<file path="config.mk">
export PLATFORM = sky130hd
export DESIGN_NAME = pgbuf_commit
export DESIGN_NICKNAME = d
export VERILOG_FILES = /design/src/rtl/pgbuf_pkg.sv /design/src/rtl/pgbuf_rst_sync.sv /design/src/rtl/pgbuf_addr.sv /design/src/rtl/pgbuf_store.sv /design/src/rtl/pgbuf_timer.sv /design/src/rtl/pgbuf_commit.sv
export SDC_FILE = /design/constraint.sdc
export NUM_CORES = 1
export LEC_CHECK = 0
export BUFFER_PORTS_ARGS = -buffer_cell sky130_fd_sc_hd__buf_4
export CELL_PAD_IN_SITES_DETAIL_PLACEMENT = 0
export CELL_PAD_IN_SITES_GLOBAL_PLACEMENT = 1
export CORE_MARGIN = 1.5
export CORE_UTILIZATION = 46
export DETAILED_ROUTE_END_ITERATION = 8
export GPL_TIMING_DRIVEN = 1
export PLACE_DENSITY = 0.85
export SLEW_MARGIN = 5
export SYNTH_ARGS = -nofsm -noshare
export SYNTH_HDL_FRONTEND = slang
export SYNTH_SLANG_ARGS = --single-unit
</file>
<file path="constraint.sdc">
create_clock -name clk -period 1.8 [get_ports clk]
set_input_delay 0.54 -clock clk [delete_from_list [all_inputs] [get_ports clk]]
set_output_delay 0.54 -clock clk [all_outputs]
set_load 0.02 [all_outputs]
</file>
<file path="src/rtl/pgbuf_pkg.sv">
package pgbuf_pkg;
  typedef enum logic [1:0] {
    ST_IDLE = 2'd0,
    ST_FILL = 2'd1,
    ST_PROG = 2'd2
  } pg_state_e;
endpackage

</file>
<file path="src/rtl/pgbuf_rst_sync.sv">
module pgbuf_rst_sync (
  input  logic clk,
  input  logic rst_n,
  output logic rst_int_n
);
  logic s0_q, s1_q;

  always_ff @(posedge clk or negedge rst_n) begin
    if (!rst_n) begin
      s0_q <= 1'b0;
      s1_q <= 1'b0;
    end else begin
      s0_q <= 1'b1;
      s1_q <= s0_q;
    end
  end

  assign rst_int_n = s1_q;
endmodule

</file>
<file path="src/rtl/pgbuf_addr.sv">
// Holds the page number and the wrapping in-page offset.
module pgbuf_addr #(
  parameter int ADDR_W = 9,
  parameter int OFS_W  = 4,
  localparam int PAGE_W = ADDR_W - OFS_W
) (
  input  logic              clk,
  input  logic              rst_n,
  input  logic              load,
  input  logic [ADDR_W-1:0] load_addr,
  input  logic              step,
  output logic [PAGE_W-1:0] page,
  output logic [OFS_W-1:0]  ofs
);
  logic [PAGE_W-1:0] page_q, page_d;
  logic [OFS_W-1:0]  ofs_q, ofs_d;

  always_comb begin
    page_d = page_q;
    ofs_d  = ofs_q;
    if (load) begin
      page_d = load_addr[ADDR_W-1:OFS_W];
      ofs_d  = load_addr[OFS_W-1:0];
    end else if (step) begin
      ofs_d  = ofs_q + 1'b1;   // natural wrap inside the page
    end
  end

  always_ff @(posedge clk or negedge rst_n) begin
    if (!rst_n) begin
      page_q <= '0;
      ofs_q  <= '0;
    end else if (load || step) begin
      page_q <= page_d;
      ofs_q  <= ofs_d;
    end
  end

  assign page = page_q;
  assign ofs  = ofs_q;
endmodule

</file>
<file path="src/rtl/pgbuf_store.sv">
// Slot storage with a per-slot fill mask.
module pgbuf_store #(
  parameter int SLOTS  = 16,
  parameter int DATA_W = 8,
  localparam int IDX_W = $clog2(SLOTS)
) (
  input  logic              clk,
  input  logic              rst_n,
  input  logic              clr,
  input  logic              wr_en,
  input  logic [IDX_W-1:0]  wr_idx,
  input  logic [DATA_W-1:0] wr_data,
  input  logic [IDX_W-1:0]  rd_idx,
  output logic [DATA_W-1:0] rd_data,
  output logic              rd_hit,
  output logic              any_fill
);
  logic [SLOTS-1:0]  mask_q, mask_d;
  logic [DATA_W-1:0] data_q [SLOTS];

  for (genvar s = 0; s < SLOTS; s++) begin : g_slot
    logic hit;
    assign hit = wr_en && (wr_idx == IDX_W'(s));

    always_comb begin
      if (clr)      mask_d[s] = 1'b0;
      else if (hit) mask_d[s] = 1'b1;
      else          mask_d[s] = mask_q[s];
    end

    always_ff @(posedge clk or negedge rst_n) begin
      if (!rst_n)           mask_q[s] <= 1'b0;
      else if (clr || hit)  mask_q[s] <= mask_d[s];
    end

    always_ff @(posedge clk) begin
      if (hit) data_q[s] <= wr_data;
    end
  end

  assign rd_data  = data_q[rd_idx];
  assign rd_hit   = mask_q[rd_idx];
  assign any_fill = |mask_q;
endmodule

</file>
<file path="src/rtl/pgbuf_timer.sv">
// Cycle counter for the self-timed programming window.
module pgbuf_timer #(
  parameter int CYCLES = 40,
  parameter int CNT_W  = 6
) (
  input  logic             clk,
  input  logic             rst_n,
  input  logic             run,
  output logic [CNT_W-1:0] cnt,
  output logic             last
);
  localparam logic [CNT_W-1:0] LAST_C = CNT_W'(CYCLES - 1);
  logic [CNT_W-1:0] cnt_q, cnt_d;

  assign last = run && (cnt_q == LAST_C);

  always_comb begin
    if (!run || last) cnt_d = '0;
    else              cnt_d = cnt_q + 1'b1;
  end

  always_ff @(posedge clk or negedge rst_n) begin
    if (!rst_n) cnt_q <= '0;
    else        cnt_q <= cnt_d;
  end

  assign cnt = cnt_q;
endmodule

</file>
<file path="src/rtl/pgbuf_commit.sv">
module pgbuf_commit
  import pgbuf_pkg::*;
#(
  parameter int ADDR_W     = 9,
  parameter int PAGE_BYTES = 16,
  parameter int DATA_W     = 8,
  parameter int WR_CYCLES  = 40
) (
  input  logic              clk,
  input  logic              rst_n,
  input  logic              start_vld,
  input  logic [ADDR_W-1:0] start_addr,
  input  logic              byte_vld,
  input  logic [DATA_W-1:0] byte_data,
  input  logic              commit,
  input  logic              permit,
  input  logic              abort,
  output logic              busy,
  output logic              done,
  output logic              mem_we,
  output logic [ADDR_W-1:0] mem_addr,
  output logic [DATA_W-1:0] mem_wdata
);
  localparam int OFS_W  = $clog2(PAGE_BYTES);
  localparam int PAGE_W = ADDR_W - OFS_W;
  // The scan needs one clock per slot, so the window never undercuts it.
  localparam int EFF_CYCLES = (WR_CYCLES < PAGE_BYTES) ? PAGE_BYTES : WR_CYCLES;
  localparam int CNT_W = $clog2(EFF_CYCLES + 1);
  localparam logic [CNT_W-1:0] SLOTS_C = CNT_W'(PAGE_BYTES);

  logic rst_int_n;
  pg_state_e state_q, state_d;

  logic              ld_addr, step_ofs, buf_wr, buf_clr, run, last;
  logic [PAGE_W-1:0] page;
  logic [OFS_W-1:0]  ofs;
  logic [CNT_W-1:0]  cnt;
  logic [DATA_W-1:0] rd_data;
  logic              rd_hit, any_fill, in_scan;

  pgbuf_rst_sync u_rst (
    .clk       (clk),
    .rst_n     (rst_n),
    .rst_int_n (rst_int_n)
  );

  // Frame sequencing: abort wins over commit, commit over a new start,
  // and a new start over a data byte.
  always_comb begin
    state_d  = state_q;
    ld_addr  = 1'b0;
    step_ofs = 1'b0;
    buf_wr   = 1'b0;
    buf_clr  = 1'b0;
    unique case (state_q)
      ST_IDLE: begin
        if (start_vld) begin
          state_d = ST_FILL;
          ld_addr = 1'b1;
          buf_clr = 1'b1;
        end
      end
      ST_FILL: begin
        if (abort) begin
          state_d = ST_IDLE;
          buf_clr = 1'b1;
        end else if (commit) begin
          if (permit && any_fill) begin
            state_d = ST_PROG;
          end else begin
            state_d = ST_IDLE;
            buf_clr = 1'b1;
          end
        end else if (start_vld) begin
          ld_addr = 1'b1;
          buf_clr = 1'b1;
        end else if (byte_vld) begin
          buf_wr   = 1'b1;
          step_ofs = 1'b1;
        end
      end
      ST_PROG: begin
        if (last) begin
          state_d = ST_IDLE;
          buf_clr = 1'b1;
        end
      end
      default: state_d = ST_IDLE;
    endcase
  end

  always_ff @(posedge clk or negedge rst_int_n) begin
    if (!rst_int_n) state_q <= ST_IDLE;
    else            state_q <= state_d;
  end

  assign run = (state_q == ST_PROG);

  pgbuf_addr #(
    .ADDR_W (ADDR_W),
    .OFS_W  (OFS_W)
  ) u_addr (
    .clk       (clk),
    .rst_n     (rst_int_n),
    .load      (ld_addr),
    .load_addr (start_addr),
    .step      (step_ofs),
    .page      (page),
    .ofs       (ofs)
  );

  pgbuf_store #(
    .SLOTS  (PAGE_BYTES),
    .DATA_W (DATA_W)
  ) u_store (
    .clk      (clk),
    .rst_n    (rst_int_n),
    .clr      (buf_clr),
    .wr_en    (buf_wr),
    .wr_idx   (ofs),
    .wr_data  (byte_data),
    .rd_idx   (cnt[OFS_W-1:0]),
    .rd_data  (rd_data),
    .rd_hit   (rd_hit),
    .any_fill (any_fill)
  );

  pgbuf_timer #(
    .CYCLES (EFF_CYCLES),
    .CNT_W  (CNT_W)
  ) u_timer (
    .clk   (clk),
    .rst_n (rst_int_n),
    .run   (run),
    .cnt   (cnt),
    .last  (last)
  );

  // Scan the slots in the first PAGE_BYTES clocks of the window.
  assign in_scan   = (cnt < SLOTS_C);
  assign mem_we    = run && in_scan && rd_hit;
  assign mem_addr  = {page, cnt[OFS_W-1:0]};
  assign mem_wdata = rd_data;
  assign busy      = run;
  assign done      = last;
endmodule

</file>
======== Yosys cells after proc, flatten, opt, wreduce, memory -nomap -nowiden ========
Memory sizes are Yosys's and may differ from the RTL's.
Index checks and enable logic that the tools add are counted.
word-level totals
  bits in writable memories ............... 128
  latch bits .............................. 0
  register bits ........................... 35
  output and inout bits ................... 20
  bits in read-only memories .............. 0
  memories ................................ 1
operators by class
  eq/ne operators ......................... 21
  reduce and logical (&&, ||, !) cells .... 93
  $add $sub $neg .......................... 2
  muxes and demuxes ....................... 134
  magnitude comparators ................... 2
  div/mod/pow operators ................... 0
  $mul .................................... 0
  bitwise operators ....................... 0
  shifts and indexed selects .............. 0
memory list
  name            depth  width  rd ports  clocked after Yosys merged registers in  write ports  line               text
  u_store.data_q  16     8      1         0                                        1            pgbuf_store.sv:19  logic [DATA_W-1:0] data_q [SLOTS];
operator list
  cell                                                                          count
  8-bit two-way mux                                                             15
  8-bit OR reduction                                                            15
  1-bit two-way mux                                                             92
  4-bit two-way mux                                                             17
  2-bit AND reduction                                                           18
  2-bit nonzero test                                                            17
  4-bit == test, second input constant                                          8
  1-bit logical AND                                                             20
  1-bit logical OR                                                              18
  4-bit by 3-bit == test with 1-bit output, second input constant               4
  16-bit OR reduction                                                           1
  2-bit two-way mux                                                             5
  4-bit by 2-bit == test with 1-bit output, second input constant               2
  6-bit by 1-bit adder with 6-bit output, second input constant                 1
  6-bit == test, second input constant                                          1
  6-bit by 5-bit less-than comparator with 1-bit output, second input constant  1
  6-bit two-way mux                                                             1
  2-bit case mux with 3 select lines                                            1
  4-bit by 5-bit less-than comparator with 1-bit output, second input constant  1
  4-bit by 1-bit adder with 4-bit output, second input constant                 1
  1-bit binary-select mux with 4-bit select                                     1
  4-bit by 1-bit == test with 1-bit output, second input constant               1
  4-bit zero test                                                               1
  3-bit != test, second input constant                                          1
  other kinds (9)                                                               9

======== Depth between registers and ports, before layout ========
Gate-level depths: netlist (run 1).
  word-level depth ........................ 24
  gate-level depth with buffers ........... 7
  mapped depth without buffers ............ 4

======== By module ========
From an unflattened synthesis (run 1), not the netlist that was laid out.
unflattened totals
  cell total of the unflattened synthesis .. 370
  area total of the unflattened synthesis .. 6662.6 sq um
modules (own cells, without submodules)
  module          area each (sq um)  instances  cells an instance
  pgbuf_store     5763.0             1          293
  pgbuf_addr      391.6              1          29
  pgbuf_timer     276.5              1          25
  pgbuf_commit    177.7              1          20
  pgbuf_rst_sync  53.8               1          3

======== Worst setup path after synthesis (run 1) ========
No wires, ideal clock.
  kind .................................... input to register
  start ................................... input commit
  end ..................................... memory u_store.data_q[3][0] (enable)
  slack ................................... -499 ps
  library setup time ...................... 383 ps
  cell stages on the path ................. 6
  data arrival time ....................... 1916 ps
  path through ............................ nor4b_2 and2_1 buf_4 buf_6 nand2_1 nor3_1
between the ends
  elaborated cells on any way between the ends .. 96
  those cells by class .................... 65 x mux; 31 x reduce/logical
RTL lines
  item                                                                                    line                text
  start: declaration                                                                      pgbuf_commit.sv:15  input logic commit,
  1-bit two-way mux (*)                                                                   pgbuf_commit.sv:67  end else if (commit) begin
  1-bit two-way mux (*)                                                                   pgbuf_commit.sv:64  if (abort) begin
  1-bit two-way mux (*)                                                                   pgbuf_commit.sv:55  unique case (state_q)
  1-bit logical AND (*)                                                                   pgbuf_store.sv:23   assign hit = wr_en && (wr_idx == IDX_W'(s));
  net u_store.g_slot[3].hit                                                               pgbuf_store.sv:22   logic hit;
  1-bit two-way mux (*)                                                                   pgbuf_store.sv:37   if (hit) data_q[s] <= wr_data;
  1-bit two-way mux (not written as such) (*)                                             pgbuf_store.sv:37
  8-bit OR reduction (no line)                                                            -
  4-bit two-way mux (no line) / 1-bit two-way mux (equally long branches) (13 in series)  -
  end: declaration                                                                        pgbuf_store.sv:19
Mark *: on every way through the listed nets, which the timed path passes. The rest lies on a longest branch.

======== Worst setup path in the final report (run 1) ========
  start ................................... register u_timer.cnt_q[0] (netlist: u_timer.cnt[0])
  end ..................................... output mem_we
between the ends
  longest elaborated chain between the ends .. 3
  elaborated cells on any way between the ends .. 5
  those cells by class .................... 1 x order compare; 2 x mux; 2 x reduce/logical
RTL lines
  item                                                                                                                       line                                    text
  start: declaration                                                                                                         pgbuf_timer.sv:13                       logic [CNT_W-1:0] cnt_q, cnt_d;
  start signal: assignment                                                                                                   pgbuf_timer.sv:24                       else cnt_q <= cnt_d;
  6-bit by 5-bit less-than comparator with 1-bit output / 1-bit binary-select mux with 4-bit select (equally long branches)  pgbuf_commit.sv:140, pgbuf_store.sv:42
  1-bit logical AND / 1-bit two-way mux (equally long branches)                                                              pgbuf_commit.sv:141, pgbuf_store.sv:42
  1-bit logical AND (*)                                                                                                      pgbuf_commit.sv:141                     assign mem_we = run && in_scan && rd_hit;
  end: declaration                                                                                                           pgbuf_commit.sv:20                      output logic mem_we,
Mark *: on every way between the ends. The rest lies on a longest branch, timed or not. The select of a mux whose other input is x is not followed.

==> impl_metrics.csv, run 1 <==
group,metric,value,unit
yosys,synth_xor_area_share,0.644,%
timing,finalSetupViolations,70,
timing,layout_setup_ws,-0.985,ns
yosys,synthMuxAreaShare,12.4,%
die,dieArea,0.0155,mm2
cells_and_area,diodes,0,
yosys,synthTopCellsByCount,"edfxtp_1 (128), nor2_1 (39), mux2i_1 (37), dfrtp_1 (35)",
setup_path,cp-endpoint,"mem_we",
die,pin_count,44,
setup_path,reg2reg_from,"u_timer.cnt[0]$_DFF_PN0_",
cells_and_area,fillers,899,
timing,hold_viol,0,
cells_and_area,fin_nets,579,
placement,dp_hpwl,9920,um
timing,finalCriticalPeriod,2.78,ns
global_route,grt_use_total,21.7,%
setup_path,cp-end-kind,"output pin",
setup_path,crit_arrival,2.24,ns
setup_path,critPathKind,"reg -> out",
timing,whs,0.279,ns
setup_path,r2r_cells,9,
yosys,synthAdderAreaFrac,0.919,%
timing,finClkSkew,0.0112,ns
yosys,synth-edff-count,128,
setup_path,rrSetupSlack,-0.16,ns
setup_path,start_kind,"flop",
die,die_h,125,um
die,row_count,44,
yosys,synth_top_area_share,56.5,%
yosys,synth_seq_cells,163,
clocking,clk_path_buf_depth,2,
timing,rsz0062_at_grt,"true",
yosys,synth_top_family_by_area,"multiplexers",
die,start_util,47.0,%
timing,fmax,359,MHz
yosys,yosys_most_used_dff,"edfxtp_1",
clocking,cts_buffers,17,
flow_run,maxCapViolCount,0,
yosys,synth-simple-area-share,6.22,%
global_route,antenna_found_initial,0,
global_route,overflow,0,
yosys,async_flop_share,21.5,%
clocking,root_buffer,"clkbuf_16",
clocking,cts.htree.levels,4,
timing,slew_violations,0,
yosys,ys_seq_area_share,69.4,%
yosys,synth_area,0.00680,mm2
yosys,syn-num-nets,449,
global_route,grt_pass1_vias,4407,
yosys,synthTopCellsByArea,"edfxtp_1 (56%), dfrtp_1 (13%), mux4_2 (6.0%)",
clocking,clock_sinks,163,
drt,routed_wirelength,18000,um
die,die-width,125,um
placement,gp_congestion,0.811,
setup_path,path_max_fanout,6,
yosys,ys_types,43,
timing,fin_crit_sh,155,%
placement,port_buffers,43,
drt,drtIter0Drc,557,
power,ir_worst_vdd,0.000602,V
setup_path,critPathRequiredTime,1.26,ns
global_route,grt_pass1_wl,24900,um
setup_path,reg2reg_to,"u_store.mask_q[9]$_DFFE_PN0P_",
cells_and_area,area_growth,39.3,%
power,total_power,8.36,mW
worst_hold_path,hp-class,"reg -> async",
die,fp.coreArea,0.0145,mm2
drt,dr.pass1.iters,5,
drt,drc,0,
drt,ant_nets,0,
clocking,clk-insertion-delay-late,0.44,ns
yosys,syn-instance-count,420,
outcome,violations,"setup timing",
drt,detail_route.wl_per_cell,24.1,um
yosys,synth_area_leader_cell,"edfxtp_1",
yosys,synth.most_common_cell,"edfxtp_1",
yosys,synth_compound_area_share,6.93,%
drt,post_drt_via_cell_ratio,6.01,
global_route,grt_max_degree,34,
outcome,status,"finished with violations",
power,power.density,882,mW/mm2
cells_and_area,drive_above_1_share,49.0,%
yosys,syn_avg_cell_area,16.2,um2
drt,route.vias.total,4488,
setup_path,worstSetupStartpoint,"u_timer.cnt[0]$_DFF_PN0_",
power,p_leak,3.30,nW
clocking,cts_tree,"yes",
clocking,cts.clk_slew.worst_paths,0.07,ns
yosys,ys_warn_count,0,
[layout by cell type (no fill, tap or decap), types with 5 or more instances in the layout]
master | Yosys | layout
edfxtp_1 | 128 | 128
buf_4 | 8 | 91
dfrtp_1 | 35 | 34
mux2i_1 | 37 | 32
nor2_4 | 0 | 26
buf_12 | 2 | 23
clkbuf_16 | 0 | 19
mux4_2 | 18 | 18
buf_6 | 4 | 16
a31oi_1 | 12 | 12
nor2_1 | 39 | 11
a22oi_2 | 0 | 10
nand2_2 | 0 | 8
a221oi_2 | 1 | 7
a221oi_1 | 16 | 7
nand2_1 | 18 | 6
inv_8 | 0 | 6
o21ai_1 | 0 | 5
inv_1 | 6 | 5
mux2_2 | 6 | 5
[repair_timing]
item                       CTS  global route
buffers inserted             7             9
hold endpoints to repair     2             0
setup endpoints to repair   74           125
gates resized for setup     37            70
hold buffers                 1             0
gates cloned                 2             2
pin swaps                    9            37
[metal layers]
layer | vias to the layer above | global-route usage [%] | part of all wire [%]
met5 | - | 0 | 0
met1 | 2328 | 27.8 | 40
met3 | 32 | 4.85 | 5.7
met4 | 0 | 9.87 | 1.7
li1 | 1924 | - | -
met2 | 204 | 35.4 | 53
[how the worst min path moves through the flow]
stage                               endpoint  slack, ns                      start
2_1_floorplan      u_rst.rst_int_n$_DFF_PN0_       0.24                      rst_n
3_3_place_gp       u_addr.ofs[2]$_DFFE_PN0P_       0.27  u_rst.rst_int_n$_DFF_PN0_
3_5_place_dp       u_addr.ofs[2]$_DFFE_PN0P_       0.28  u_rst.rst_int_n$_DFF_PN0_
4_1_cts            u_addr.ofs[2]$_DFFE_PN0P_       0.29  u_rst.rst_int_n$_DFF_PN0_
5_1_grt        u_store.mask_q[4]$_DFFE_PN0P_       0.33  u_rst.rst_int_n$_DFF_PN0_
6_report           u_addr.ofs[2]$_DFFE_PN0P_       0.28  u_rst.rst_int_n$_DFF_PN0_
[kinds of logic after synthesis]
group	after synthesis
AO/OA/AOI/OAI	62
buffers and inverters	33
other	1
flip-flops	163
AND/OR/NAND/NOR	90
XOR/XNOR	5
adder cells (fa/ha/maj)	5
multiplexers	61
[report_power, final]
group          switching, mW  internal [mW]  total [mW]
registers             0.0376           4.11        4.15
clock network           1.71           1.86        3.57
logic                  0.391          0.258       0.650
total                   2.13           6.23        8.36
[sequential cells by signal (all words and copies together), names as in the netlist]
signal / flops
state_q: 2
u_addr.page: 5
u_timer.cnt: 6
u_addr.ofs: 4
u_store.data_q: 128
u_store.mask_q: 16
u_rst.rst_int_n: 1
u_rst.s0_q: 1
[critical path, stage by stage, from the launching register on]
cell and delay [ns]:
dfrtp_4 0.57, buf_12 0.17, buf_16 0.14, mux2i_2 0.16
a22oi_2 0.23, a22oi_2 0.11, o211ai_1 0.24, buf_4 0.18
[metrics by stage]
stage	utilization [%]	setup TNS, ns	area, um2	setup WS, ns	instances
detailed placement	56.1	-38.91	8120	-0.628	696
global route	65.5	-16.21	9480	-1.02	747
finish	65.5	-12.35	9480	-0.985	747
CTS	62.3	-9.58	9020	-0.913	738
global placement	56.1	-35.87	8120	-0.568	696
floorplan	-	-13.89	7040	-0.273	420
[cell type report]
cell class | count | area [um2] | area share [%]
Timing Repair Buffer | 137 | 1470 | 15.5
Clock inverter | 15 | 165 | 1.74
Inverter | 7 | 28.8 | 0.304
Clock buffer | 17 | 425 | 4.49
Sequential cell | 163 | 4720 | 49.8
Tap cell | 184 | 230 | 2.43
Multi-Input combinational cell | 224 | 2440 | 25.7
No activity file was read; power rests on OpenSTA's default activity.
==> run 2: changes to the inputs <==
- GPL_TIMING_DRIVEN: 1 -> 0
==> run 2 against run 1 <==
  * Sequential share of layout area grew 0.57 points
  * Worst setup slack gained 0.062 ns
  * The flow still finishes with violations (setup timing)
  * Clock power shrank 4%
  * Combinational power shrank 15%
  * Design area shrank 1.2%
  * Sequential power is essentially flat
  * Sequential cell count is the same
  * Clock skew shrank 0.0033 ns
  * First-iteration DRC count shrank 23%
  * Total power shrank 2.5%
==> impl_metrics.csv, run 2 (synthesis gave the netlist of run 1 again) <==
group,metric,value,unit
outcome,status,"finished with violations",
outcome,violations,"setup timing",
clocking,clk_path_buf_depth,2,
drt,ant_nets,0,
power,p_leak,3.23,nW
clocking,cts.clk_slew.worst_paths,0.07,ns
cells_and_area,largest_reg_flops,128,
flow_run,maxCapViolCount,0,
timing,layout_setup_ws,-0.923,ns
setup_path,path_max_fanout,5,
global_route,overflow,0,
global_route,grt_use_total,22.1,%
timing,finalSetupViolations,141,
timing,tightest_slew,0.748,ns
clocking,clk-insertion-delay-late,0.42,ns
clocking,root_buffer,"clkbuf_16",
cells_and_area,top_register,"u_store.data_q",
cells_and_area,diodes,0,
setup_path,critPathKind,"reg -> out",
die,pin_count,44,
timing,slew_violations,0,
drt,route.vias.total,4298,
setup_path,r2r_cells,9,
power,power.density,871,mW/mm2
cells_and_area,fin_nets,556,
power,total_power,8.15,mW
clocking,cts.htree.levels,4,
cells_and_area,final_cell_mix,"edfxtp_1 (128), buf_4 (56), dfrtp_1 (34)",
timing,finClkSkew,0.00797,ns
worst_hold_path,hp-class,"reg -> async",
placement,port_buffers,43,
setup_path,critPathRequiredTime,1.26,ns
drt,routed_wirelength,16900,um
setup_path,start_kind,"flop",
drt,drtIter0Drc,429,
timing,hold_viol,0,
cells_and_area,final_area,0.00937,mm2
placement,placedInstanceArea,0.00759,mm2
cells_and_area,layout_commonest_cell,"edfxtp_1",
die,dieArea,0.0155,mm2
placement,gp_congestion,0.855,
die,die_h,125,um
clocking,cts_buffers,17,
clocking,cts_tree,"yes",
timing,rsz0062_at_grt,"true",
clocking,clock_sinks,163,
drt,post_drt_via_cell_ratio,5.94,
placement,dp_hpwl,9870,um
die,start_util,47.0,%
drt,detail_route.wl_per_cell,23.3,um
die,fp.coreArea,0.0145,mm2
global_route,grt_max_degree,34,
global_route,antenna_found_initial,0,
setup_path,cp-end-kind,"output pin",
cells_and_area,drive_above_1_share,46.5,%
die,die-width,125,um
timing,finalCriticalPeriod,2.72,ns
drt,drc,0,
setup_path,crit_arrival,2.18,ns
drt,dr.pass1.iters,6,
timing,fmax,367,MHz
global_route,grt_pass1_vias,4486,
cells_and_area,area_growth,37.7,%
power,ir_worst_vdd,0.000591,V
global_route,grt_pass1_wl,25500,um
die,row_count,44,
timing,fin_crit_sh,151,%
timing,relSlewSlack,50.1,%
==> run 2: cell types whose count changed in the layout (fill, tap and decap cells not counted), sizes merged <==
| cell | change |
|---|---|
| buf | -26 |
| bufbuf | +1 |
| bufinv | +1 |
| clkbuf | +3 |
| clkinv | -3 |
| clkinvlp | +3 |
| inv | -2 |
==> run 2: layout make-up <==
type,instances,area (um2)
Fill cell,944,5110
Sequential cell,163,4720
Multi-Input combinational cell,224,2500
Timing Repair Buffer,90,1040
Clock buffer,18,429
Buffer,24,285
Tap cell,184,230
Clock inverter,14,130
Inverter,7,31.3
==> run 2: worst paths after layout <==
check / startpoint / to / slack (ns)
max in group asynchronous: u_rst.rst_int_n$_DFF_PN0_ / u_store.mask_q[6]$_DFFE_PN0P_ / 0.98
setup reg to reg: state_q[1]$_DFFE_PN0P_ / u_store.data_q[3][0]$_DFFE_PP_ / -0.30
setup / recovery: u_timer.cnt[0]$_DFF_PN0_ / mem_wdata[3] / -0.92
hold / removal: u_rst.rst_int_n$_DFF_PN0_ / u_addr.ofs[2]$_DFFE_PN0P_ / 0.34
hold reg to reg: u_rst.rst_int_n$_DFF_PN0_ / u_addr.ofs[2]$_DFFE_PN0P_ / 0.34
min in group clk: start_addr[3] / u_addr.ofs[3]$_DFFE_PN0P_ / 0.34
==> run 2: repair_timing <==
action                     CTS  global route
pin swaps                   44            24
buffers inserted            35            12
setup endpoints to repair  139           159
gates cloned                 3             0
hold endpoints to repair     2             0
resized for setup          105            27
hold buffers                 1             0
==> run 2: power breakdown <==
| part | total, mW | internal [mW] | leakage (nW) | switching, mW |
|---|---|---|---|---|
| Sequential | 4.17 | 4.11 | 1.61 | 0.0593 |
| Combinational | 0.552 | 0.207 | 1.35 | 0.345 |
| Clock | 3.43 | 1.92 | 0.264 | 1.51 |
==> run 2: metal layers <==
layer | GRT usage [%] | share of wire (%) | up-vias
met2 | 36.5 | 52 | 169
met3 | 3.74 | 5.4 | 34
met1 | 29.2 | 41 | 2220
met5 | 0 | 0 | -
li1 | - | - | 1875
met4 | 9.40 | 2.1 | 0
==> run 2: worst max-delay path, stage by stage, from the launching register on <==
cell and delay (ns):
dfrtp_1 0.38, buf_6 0.16, buf_12 0.14, buf_12 0.12, mux4_2 0.53, a22oi_2 0.21
nand2_2 0.09, buf_6 0.14
==> run 2: through the flow <==
step                      setup TNS, ns  setup slack (ns)  std cells  util [%]  hold WS, ns
after CTS                        -24.36            -0.930        718      63.6        0.330
after floorplan                  -13.89            -0.273        420         -        0.244
after detailed placement         -73.08            -0.829        647      52.4        0.326
final                            -26.88            -0.923        724      64.7        0.337
after global routing             -34.46            -0.966        724      64.7        0.336
after global placement           -68.63            -0.774        647      52.4        0.325
==> run 3: changes to the inputs <==
- SETUP_SLACK_MARGIN: unset -> 0.5
- SKIP_CTS_REPAIR_TIMING: unset -> 1
==> run 3 against run 2 <==
  * The run still ends with setup timing left
  * Clock power rose by 3%
  * Worst setup slack got worse by 0.0051 ns
  * Sequential power is essentially flat
  * Fmax shrank 0.19%
  * Count of clock-buffer cells in the layout is the same
  * Routed wire length decreased by 2.6%
  * Die area is the same
  * Non-clock buffer count unchanged
  * Sequential share of layout area down 0.28 points
  * Largest cell class unchanged
==> impl_metrics.csv, run 3 (synthesis gave the netlist of run 1 again) <==
group,metric,value,unit
clocking,cts_tree,"yes",
drt,detail_route.wl_per_cell,22.8,um
setup_path,rrSetupSlack,-0.15,ns
global_route,grt_pass1_wl,22600,um
timing,whs,0.329,ns
die,die-width,125,um
cells_and_area,fillers,942,
cells_and_area,diodes,0,
global_route,overflow,0,
cells_and_area,layout_commonest_cell,"edfxtp_1",
timing,finalCriticalPeriod,2.73,ns
timing,tightest_slew,0.716,ns
outcome,status,"finished with violations",
cells_and_area,drive_above_1_share,48.4,%
cells_and_area,utilization,65.1,%
timing,relSlewSlack,52.3,%
global_route,antenna_found_initial,0,
worst_hold_path,hp-class,"reg -> async",
power,p_leak,3.23,nW
timing,layout_setup_ws,-0.928,ns
cells_and_area,finalNonFillerCells,723,
timing,hold_viol,0,
setup_path,r2r_cells,8,
clocking,cts.htree.levels,4,
cells_and_area,final_cell_mix,"edfxtp_1 (128), buf_4 (54), buf_6 (30)",
power,total_power,8.32,mW
global_route,grt_max_degree,34,
cells_and_area,largest_reg_flops,128,
clocking,cts.clk_slew.worst_paths,0.06,ns
die,die_h,125,um
drt,dr.pass1.iters,4,
setup_path,worstSetupStartpoint,"u_timer.cnt[0]$_DFF_PN0_",
setup_path,start_kind,"flop",
die,dieArea,0.0155,mm2
drt,route.vias.total,4253,
timing,fmax,367,MHz
drt,post_drt_via_cell_ratio,5.88,
placement,dp_slack,-0.806,ns
setup_path,critPathKind,"reg -> out",
timing,rsz0062_at_grt,"true",
drt,drc,0,
cells_and_area,area_growth,38.6,%
timing,finClkSkew,0.00961,ns
setup_path,critPathRequiredTime,1.26,ns
clocking,cts_buffers,17,
clocking,clock_sinks,163,
cells_and_area,fin_nets,556,
setup_path,reg2reg_from,"state_q[1]$_DFFE_PN0P_",
global_route,grt_pass1_vias,4020,
cells_and_area,multi_input_area,0.00259,mm2
cells_and_area,seqCellArea,0.00473,mm2
placement,gp_congestion,0.819,
clocking,clk_path_buf_depth,2,
timing,finalSetupViolations,106,
timing,slew_violations,0,
clocking,root_buffer,"clkbuf_16",
placement,port_buffers,43,
drt,drtIter0Drc,328,
setup_path,crit_arrival,2.19,ns
setup_path,path_max_fanout,11,
timing,fin_tns_setup,-18.54,ns
placement,placedInstanceArea,0.00764,mm2
setup_path,cp-endpoint,"mem_wdata[3]",
setup_path,cp-end-kind,"output pin",
outcome,violations,"setup timing",
power,ir_worst_vdd,0.000534,V
die,start_util,47.0,%
placement,dp_cells,647,
flow_run,maxCapViolCount,0,
cells_and_area,top_register,"u_store.data_q",
timing,fin_crit_sh,152,%
cells_and_area,final_area,0.00943,mm2
drt,ant_nets,0,
placement,dp_hpwl,9850,um
clocking,clk-insertion-delay-late,0.42,ns
die,row_count,44,
setup_path,reg2reg_to,"u_store.data_q[2][1]$_DFFE_PP_",
die,fp.coreArea,0.0145,mm2
global_route,grt_use_total,19.4,%
power,power.density,882,mW/mm2
drt,routed_wirelength,16500,um
die,pin_count,44,
-- run 3: cell type report --
cell class / instances / share of cell area, %
multi-input combinational: 224 / 27.5
timing repair buffer: 88 / 9.95
inverter: 7 / 0.345
tap: 184 / 2.44
clock buffer: 18 / 4.55
sequential: 163 / 50.1
clock inverter: 13 / 1.58
buffer: 26 / 3.53
-- run 3: report_power, final --
group          internal [mW]  switching, mW  leakage (nW)
clock network           2.06           1.48         0.276
logic                  0.254          0.347          1.36
registers               4.11         0.0651          1.60
total                   6.42           1.90          3.23
-- run 3: routing by layer --
| metal | up-vias | track usage, % | routed length, um |
|---|---|---|---|
| met2 | 158 | 31.5 | 8360 |
| met4 | 0 | 6.09 | 280 |
| met1 | 2196 | 26.4 | 6830 |
| met3 | 23 | 4.30 | 997 |
| li1 | 1876 | - | - |
| met5 | - | 0 | 0 |
-- run 3: worst min path at each step --
stage                              start                         to  slack [ns]
2_1_floorplan                      rst_n  u_rst.rst_int_n$_DFF_PN0_        0.24
3_3_place_gp                       rst_n       u_rst.s0_q$_DFF_PN0_        0.32
3_5_place_dp                       rst_n       u_rst.s0_q$_DFF_PN0_        0.32
4_1_cts                            rst_n       u_rst.s0_q$_DFF_PN0_       -0.12
5_1_grt                    start_addr[3]  u_addr.ofs[3]$_DFFE_PN0P_        0.33
6_report       u_rst.rst_int_n$_DFF_PN0_  u_addr.ofs[0]$_DFFE_PN0P_        0.33
-- run 3: worst max-delay path, cell delays in order, from the launching register on --
cell and delay (ns):
dfrtp_1 0.40, buf_6 0.14, buf_12 0.17, buf_12 0.17, mux2i_1 0.35, a221oi_4 0.14, o21ai_1 0.18, nand2_2 0.09
buf_6 0.14
